File: src/rtl/qenc_pkg.sv
`timescale 1ns/1ps
package qenc_pkg;
    localparam int NUM_EV    = 4;
    localparam int EV_WDOG   = 0;
    localparam int EV_RST_DN = 1;
    localparam int EV_RST_UP = 2;
    localparam int EV_DIR    = 3;

    typedef enum logic {
        MODE_PRESET = 1'b0,
        MODE_WRAP   = 1'b1
    } rst_mode_e;

    typedef struct packed {
        logic a;
        logic b;
    } qphase_t;

    typedef struct packed {
        logic step;
        logic up;
        logic err;
    } qstep_t;

    function automatic qphase_t apply_swap(qphase_t p, logic swap);
        qphase_t r;
        r.a = swap ? p.b : p.a;
        r.b = swap ? p.a : p.b;
        return r;
    endfunction

    // Compare two successive logical level pairs and classify the move.
    function automatic qstep_t decode_step(qphase_t prev, qphase_t cur, logic en);
        qstep_t r;
        logic da;
        logic db;
        da     = cur.a ^ prev.a;
        db     = cur.b ^ prev.b;
        r.err  = en & da & db;
        r.step = en & (da ^ db);
        r.up   = da ? (cur.a ^ cur.b) : ~(cur.a ^ cur.b);
        return r;
    endfunction

    function automatic logic gate_hit(logic [1:0] sel, qphase_t p);
        return sel == {p.a, p.b};
    endfunction
endpackage

File: src/rtl/qenc_edge_decode.sv
`timescale 1ns/1ps
module qenc_edge_decode
    import qenc_pkg::*;
(
    input  logic       clk,
    input  logic       rst,
    input  logic       enable,
    input  logic       swap_ab,
    input  logic [1:0] idx_gate,
    input  logic       pha,
    input  logic       phb,
    input  logic       idx,
    output qstep_t     st,
    output logic       idx_hit
);
    qphase_t raw_cur;
    qphase_t raw_prev;
    qphase_t cur;
    qphase_t prev;
    logic    idx_q;

    // Previous levels track the pins in every cycle, so stopping or
    // resetting never leaves a stale level that would fake an edge.
    always_ff @(posedge clk) begin
        if (rst) begin
            raw_prev.a <= pha;
            raw_prev.b <= phb;
            idx_q      <= idx;
        end else begin
            raw_prev.a <= pha;
            raw_prev.b <= phb;
            idx_q      <= idx;
        end
    end

    always_comb begin
        raw_cur.a = pha;
        raw_cur.b = phb;
        cur       = apply_swap(raw_cur, swap_ab);
        prev      = apply_swap(raw_prev, swap_ab);
        st        = decode_step(prev, cur, enable);
        idx_hit   = enable & idx & ~idx_q & gate_hit(idx_gate, cur);
    end
endmodule

File: src/rtl/qenc_position.sv
`timescale 1ns/1ps
module qenc_position
    import qenc_pkg::*;
#(
    parameter int CNT_W = 32
) (
    input  logic             clk,
    input  logic             rst,
    input  logic             enable,
    input  qstep_t           st,
    input  logic             idx_hit,
    input  logic [CNT_W-1:0] ceiling,
    input  logic             wrap_mode,
    output logic [CNT_W-1:0] count,
    output logic             dir_up,
    output logic             phase_err,
    output logic             ev_rst_up,
    output logic             ev_rst_dn,
    output logic             ev_dir
);
    logic [CNT_W-1:0] cnt_q;
    logic [CNT_W-1:0] ceil_q;
    rst_mode_e        mode_q;
    logic             dir_q;
    logic             perr_q;
    logic             idx_act;
    logic             at_top;
    logic             at_zero;
    logic [CNT_W-1:0] cnt_nxt;

    always_comb begin
        idx_act   = idx_hit && (mode_q == MODE_PRESET);
        at_top    = cnt_q >= ceil_q;
        at_zero   = cnt_q == '0;
        if (st.up) cnt_nxt = at_top ? '0 : cnt_q + 1'b1;
        else       cnt_nxt = at_zero ? ceil_q : cnt_q - 1'b1;
        ev_rst_up = (idx_act && dir_q) ||
                    (!idx_act && mode_q == MODE_WRAP && st.step && st.up && at_top);
        ev_rst_dn = (idx_act && !dir_q) ||
                    (!idx_act && mode_q == MODE_WRAP && st.step && !st.up && at_zero);
        ev_dir    = st.step && (st.up != dir_q);
    end

    always_ff @(posedge clk) begin
        if (rst) begin
            cnt_q  <= '0;
            ceil_q <= '0;
            mode_q <= MODE_WRAP;
            dir_q  <= 1'b1;
            perr_q <= 1'b0;
        end else begin
            if (!enable) begin
                ceil_q <= ceiling;
                mode_q <= rst_mode_e'(wrap_mode);
            end
            if (st.err) perr_q <= 1'b1;
            if (st.step) dir_q <= st.up;
            if (idx_act) cnt_q <= '0;
            else if (st.step) cnt_q <= cnt_nxt;
        end
    end

    assign count     = cnt_q;
    assign dir_up    = dir_q;
    assign phase_err = perr_q;

    AST_HOLD_WHEN_OFF: assert property (@(posedge clk) disable iff (rst)
        !enable |=> cnt_q == $past(cnt_q));
    AST_CFG_LOCKED: assert property (@(posedge clk) disable iff (rst)
        enable |=> $stable(ceil_q) && $stable(mode_q));
    AST_WRAP_UP: assert property (@(posedge clk) disable iff (rst)
        st.step && st.up && at_top && !idx_act |=> cnt_q == '0);
    AST_WRAP_DOWN: assert property (@(posedge clk) disable iff (rst)
        st.step && !st.up && at_zero && !idx_act |=> cnt_q == $past(ceil_q));
    AST_INDEX_CLEARS: assert property (@(posedge clk) disable iff (rst)
        idx_act |=> cnt_q == '0);
    AST_PHASE_ERR_HOLD: assert property (@(posedge clk) disable iff (rst)
        st.err && !idx_act |=> cnt_q == $past(cnt_q) && perr_q);
endmodule

File: src/rtl/qenc_watchdog.sv
`timescale 1ns/1ps
module qenc_watchdog #(
    parameter int WDT_W = 16
) (
    input  logic             clk,
    input  logic             rst,
    input  logic             enable,
    input  logic             step,
    input  logic [WDT_W-1:0] limit,
    output logic             fire
);
    logic [WDT_W-1:0] idle_q;
    logic             armed;

    always_comb begin
        armed = enable && !step && (limit != '0);
        fire  = armed && (idle_q == limit - 1'b1);
    end

    always_ff @(posedge clk) begin
        if (rst || !armed || fire) idle_q <= '0;
        else                       idle_q <= idle_q + 1'b1;
    end

    AST_WDOG_QUIET_ON_STEP: assert property (@(posedge clk) disable iff (rst)
        step |=> idle_q == '0);
endmodule

File: src/rtl/qenc_event_regs.sv
`timescale 1ns/1ps
module qenc_event_regs #(
    parameter int N = 4
) (
    input  logic         clk,
    input  logic         rst,
    input  logic [N-1:0] ev,
    input  logic [N-1:0] clr,
    input  logic [N-1:0] mask,
    output logic [N-1:0] status,
    output logic         irq
);
    for (genvar i = 0; i < N; i++) begin : g_bit
        logic bit_q;
        always_ff @(posedge clk) begin
            if (rst) bit_q <= 1'b0;
            else     bit_q <= ev[i] | (bit_q & ~clr[i]);
        end
        assign status[i] = bit_q;

        AST_STICKY_BIT: assert property (@(posedge clk) disable iff (rst)
            bit_q && !clr[i] |=> bit_q);
        AST_EVENT_BEATS_CLEAR: assert property (@(posedge clk) disable iff (rst)
            ev[i] |=> bit_q);
    end

    assign irq = |(status & ~mask);
endmodule

File: src/rtl/qenc_counter_core.sv
`timescale 1ns/1ps
module qenc_counter_core
    import qenc_pkg::*;
#(
    parameter int CNT_W = 32,
    parameter int WDT_W = 16
) (
    input  logic              clk,
    input  logic              rst,
    input  logic              enable,
    input  logic              swap_ab,
    input  logic              wrap_mode,
    input  logic [1:0]        idx_gate,
    input  logic [CNT_W-1:0]  ceiling,
    input  logic [WDT_W-1:0]  wdog_limit,
    input  logic              pha,
    input  logic              phb,
    input  logic              idx,
    input  logic [NUM_EV-1:0] clr_status,
    input  logic [NUM_EV-1:0] irq_mask,
    output logic [CNT_W-1:0]  count,
    output logic              dir_up,
    output logic [NUM_EV-1:0] status,
    output logic              irq,
    output logic              phase_err
);
    qstep_t            st;
    logic              idx_hit;
    logic              ev_rst_up;
    logic              ev_rst_dn;
    logic              ev_dir;
    logic              ev_wdog;
    logic [NUM_EV-1:0] ev;

    qenc_edge_decode u_dec (
        .clk      (clk),
        .rst      (rst),
        .enable   (enable),
        .swap_ab  (swap_ab),
        .idx_gate (idx_gate),
        .pha      (pha),
        .phb      (phb),
        .idx      (idx),
        .st       (st),
        .idx_hit  (idx_hit)
    );

    qenc_position #(.CNT_W(CNT_W)) u_pos (
        .clk       (clk),
        .rst       (rst),
        .enable    (enable),
        .st        (st),
        .idx_hit   (idx_hit),
        .ceiling   (ceiling),
        .wrap_mode (wrap_mode),
        .count     (count),
        .dir_up    (dir_up),
        .phase_err (phase_err),
        .ev_rst_up (ev_rst_up),
        .ev_rst_dn (ev_rst_dn),
        .ev_dir    (ev_dir)
    );

    qenc_watchdog #(.WDT_W(WDT_W)) u_wdog (
        .clk    (clk),
        .rst    (rst),
        .enable (enable),
        .step   (st.step),
        .limit  (wdog_limit),
        .fire   (ev_wdog)
    );

    always_comb begin
        ev            = '0;
        ev[EV_WDOG]   = ev_wdog;
        ev[EV_RST_DN] = ev_rst_dn;
        ev[EV_RST_UP] = ev_rst_up;
        ev[EV_DIR]    = ev_dir;
    end

    qenc_event_regs #(.N(NUM_EV)) u_evt (
        .clk    (clk),
        .rst    (rst),
        .ev     (ev),
        .clr    (clr_status),
        .mask   (irq_mask),
        .status (status),
        .irq    (irq)
    );

    AST_NO_EVENT_WHEN_OFF: assert property (@(posedge clk) disable iff (rst)
        !enable |=> (status & ~$past(status)) == '0);
endmodule

File: config.mk
export PLATFORM = sky130hd
export DESIGN_NAME = qenc_counter_core
export DESIGN_NICKNAME = d
export VERILOG_FILES = /design/src/rtl/qenc_pkg.sv /design/src/rtl/qenc_edge_decode.sv /design/src/rtl/qenc_position.sv /design/src/rtl/qenc_watchdog.sv /design/src/rtl/qenc_event_regs.sv /design/src/rtl/qenc_counter_core.sv
export SDC_FILE = /design/constraint.sdc
export NUM_CORES = 1
export LEC_CHECK = 0
export ABC_AREA = 1
export BUFFER_PORTS_ARGS = -buffer_cell sky130_fd_sc_hd__buf_2
export CORE_ASPECT_RATIO = 1.1
export CORE_MARGIN = 2
export CORE_UTILIZATION = 59
export DETAILED_ROUTE_END_ITERATION = 10
export PLACE_DENSITY_LB_ADDON = 0.1
export SLEW_MARGIN = 20
export SYNTH_ARGS = -nofsm -noshare
export SYNTH_HDL_FRONTEND = slang
export SYNTH_SLANG_ARGS = --single-unit
export TNS_END_PERCENT = 30
File: constraint.sdc
create_clock -name clk -period 2.5 [get_ports clk]
set_clock_uncertainty 0.1 [all_clocks]
set_input_delay 0.25 -clock clk [delete_from_list [all_inputs] [get_ports clk]]
set_output_delay 0.25 -clock clk [all_outputs]
set_load 0.05 [all_outputs]
==> metrics.md <==
| Metric | Value |
|---|---|
| Initial DRC count | `810` |
| Final Cycle Share | `0.992` |
| Top cells by area, synth | `dfxtp_1 24%, nand2_1 12%, nor2_1 8.7%` |
| Gr ovfl total | `0` |
| Length in cells of the worst reg-to-reg path | `9` |
| Yosys top cell area share | `0.239` |
| EDFF count, synth | `0` |
| Reg2reg start | `u_pos.count[21]` |
| DRC Markers | `0` |
| Synth cell types | `47` |
| Deepest clock path buffer count | `2` |
| #FFs+latches synth | `90` |
| Peak Freq | `403 MHz` |
| Min-Delay Path Depth | `3` |
| Global placement routability congestion | `about 1.1` |
| IO Pins | `105` |
| Mean number of vias per cell | `5.66` |
| Post-route antenna net violation count | `0` |
| Die H | `approximately 120 um` |
| Worst VDD drop | `0.471 mV` |
| Vias in the first global route | `7547` |
| Crit path launch type | `register` |
| Leak Pwr | `3.90 nW` |
| Clock sinks | `90` |
| WL/cell | `15.5 um` |
| Mean Syn Cell Area | `6.22 sq um` |
| Largest net degree at the start of global routing | `44` |
| Worst-margin pin slew | `535 ps` |
| Post-Synthesis Cell Area | `between 0.007 and 0.008 sq mm` |
| Period minus WS final | `2480 ps` |
| Yosys top cell by area | `dfxtp_1` |
| CTS clk-pin slew, worst paths | `70 ps` |
| Post-DP HPWL | `17100 um` |
| Die area | `~0.014 sq mm` |
| Arrival time at the worst endpoint | `2620 ps` |
| Max Cap Viol | `0` |
| Die width | `112 um` |
| Initial antenna violation count | `0` |
| I/O Buffers | `104` |
| Worst-Skew Late Latency | `360 ps` |
| Cell count after synthesis | `1213` |
| Vias | `about 8300` |
| All-Layer GR Usage | `0.330` |
| Design Power | `4.88 mW` |
| CP Capture Type | `register` |
| Setup tns final | `0 ps` |
| Net count, final | `1412` |
| Status | `completed` |
| RSZ-0062 raised after global routing | `no` |
| Root Driver | `clkbuf_16` |
| Row Count | `43` |
| Count leader, synth | `nand2_1` |
| Asr flop ratio synth | `0` |
| Max-slew violations | `0` |
| Setup violations, final | `0` |
| Total core area | `0.0125 sq mm` |
| Hold Path Sink | `u_pos.mode_q` |
| R2r endpoint | `u_evt.g_bit[2].bit_q` |
| CP max FO | `8` |
| Mapped Nets | `1316` |
| Worst hold path class | `in2reg` |
| Reg2reg setup slack | `about 19 ps` |
| Initial core utilization | `0.602` |
| Share of cells above drive strength 1 | `0.167` |
| Critical path class | `reg2reg` |
| Worst Path Required | `2640 ps` |
| Hold path startpoint | `wrap_mode` |
| Routed WL | `about 23000 um` |
| CTS buffer count | `9` |
| Ys flop type | `dfxtp_1` |
| Antenna fix cells | `0` |
| First-pass GRT wire length | `36700 um` |
| Seq/Total Area, Yosys | `0.239` |
| Relative slew slack | `0.643` |
| Area Overhead vs Synth | `12.9%` |
| Synth Warn # | `0` |
| Post-synth top cells | `233 x nand2_1, 174 x nor2_1, 134 x inv_1` |
| Drt first pass iters | `5` |
| CTS tree | `built` |
| Total power per unit cell area | `~570 mW/mm^2` |
| Final hold violation count | `0` |
| CTS H-tree lvls | `3` |
-- layout make-up --
class	count	area [sq um]
sequential	90	1800
fill	1201	4020
multi-input combinational	932	4930
clock buffer	13	250
clock inverter	3	23.8
inverter	140	531
timing repair buffer	136	785
tap	157	196
-- per-layer routing --
layer,vias up,track usage,wire (um)
li1,4139,-,-
met1,3788,0.421,9740
met2,348,0.553,10600
met3,50,0.0514,1720
met4,0,0.149,723
met5,-,0,0
-- power breakdown --
group	internal [mW]	switching, mW
clock network	0.708	0.622
logic	0.582	1.28
registers	1.54	0.141
total	2.83	2.05
-- through the flow --
stage / utilization / instance area [sq um] / setup WS, ps / hold slack [ps] / cells
finish: 0.679 / 8520 / 19.4 / 23.7 / 1471
global route: 0.679 / 8520 / 3.60 / 34.9 / 1471
CTS: 0.679 / 8510 / 133 / 17.8 / 1471
detailed placement: 0.655 / 8210 / 201 / 282 / 1452
global placement: 0.655 / 8210 / 202 / 281 / 1452
floorplan: - / 7540 / 30.7 / 178 / 1213
-- kinds of logic after synthesis --
kind of cell               after synthesis  synth area share
xor gates and xnor gates                53            0.0615
DFF                                     90             0.239
buffers and inverters                  191             0.108
AOI/OAI and AO/OA                      232             0.160
and+or+nand+nor                        610             0.370
adders and majority gates               37            0.0614
-- worst max-delay path by stage --
stage / cells after the start / slack, ps / end / start
3_3_place_gp: 9 / 200 / u_pos.count[23] / u_pos.count[21]
6_report: 9 / 20 / u_evt.g_bit[2].bit_q / u_pos.count[21]
5_1_grt: 10 / 4 / u_pos.count[31] / u_pos.count[21]
3_5_place_dp: 9 / 200 / u_evt.g_bit[2].bit_q / u_pos.count[21]
4_1_cts: 9 / 130 / u_pos.count[23] / u_pos.count[21]
2_1_floorplan: 14 / 30 / u_pos.count[7] / u_pos.count[0]
-- critical path: stages (launching register included) --
cell,delay (ps)
dfxtp_1,530
ha_1,310
a21oi_1,160
nor2_1,60
a211oi_1,210
a21oi_1,170
nor2_2,190
nand2_1,340
a21oi_1,240
nor2_1,50
-- state kept, by name (all words and copies together), names as in the netlist --
| signal | flops |
|---|---|
| u_dec.idx_q | 1 |
| u_dec.raw_prev | 2 |
| u_evt.g_bit.bit_q | 4 |
| u_pos.ceil_q | 32 |
| u_pos.count | 32 |
| u_pos.dir_up | 1 |
| u_pos.mode_q | 1 |
| u_pos.phase_err | 1 |
| u_wdog.idle_q | 16 |
-- placed cells by master (no fill, tap or decap), drive strengths merged --
cell type / netlist / final
xor2: 45 / 45
nor3: 26 / 26
nor3b: 3 / 3
nor2: 206 / 206
o211ai: 3 / 3
nand4: 29 / 29
o22ai: 1 / 1
ha: 37 / 37
o21bai: 1 / 1
a21o: 1 / 1
nand2: 248 / 248
nand3: 85 / 85
a21boi: 1 / 1
nor4: 1 / 1
dlygate4sd3: 0 / 3
a22oi: 1 / 1
nand3b: 4 / 4
a21oi: 113 / 113
inv: 140 / 141
and3: 1 / 1
clkinvlp: 0 / 2
a31oi: 4 / 4
o21ai: 106 / 106
dfxtp: 90 / 90
buf: 32 / 133
clkbuf: 19 / 13
or2: 7 / 7
a211oi: 1 / 1
xnor2: 8 / 8
-- what timing repair did --
item / 4_1_cts / 5_1_grt
hold buffers: 3 / 0
buffers inserted: 0 / 0
hold endpoints to repair: 3 / 0
resized for setup: 0 / 1
endpoints found under the setup margin: 0 / 1
Power figures use the tool's default switching activity.
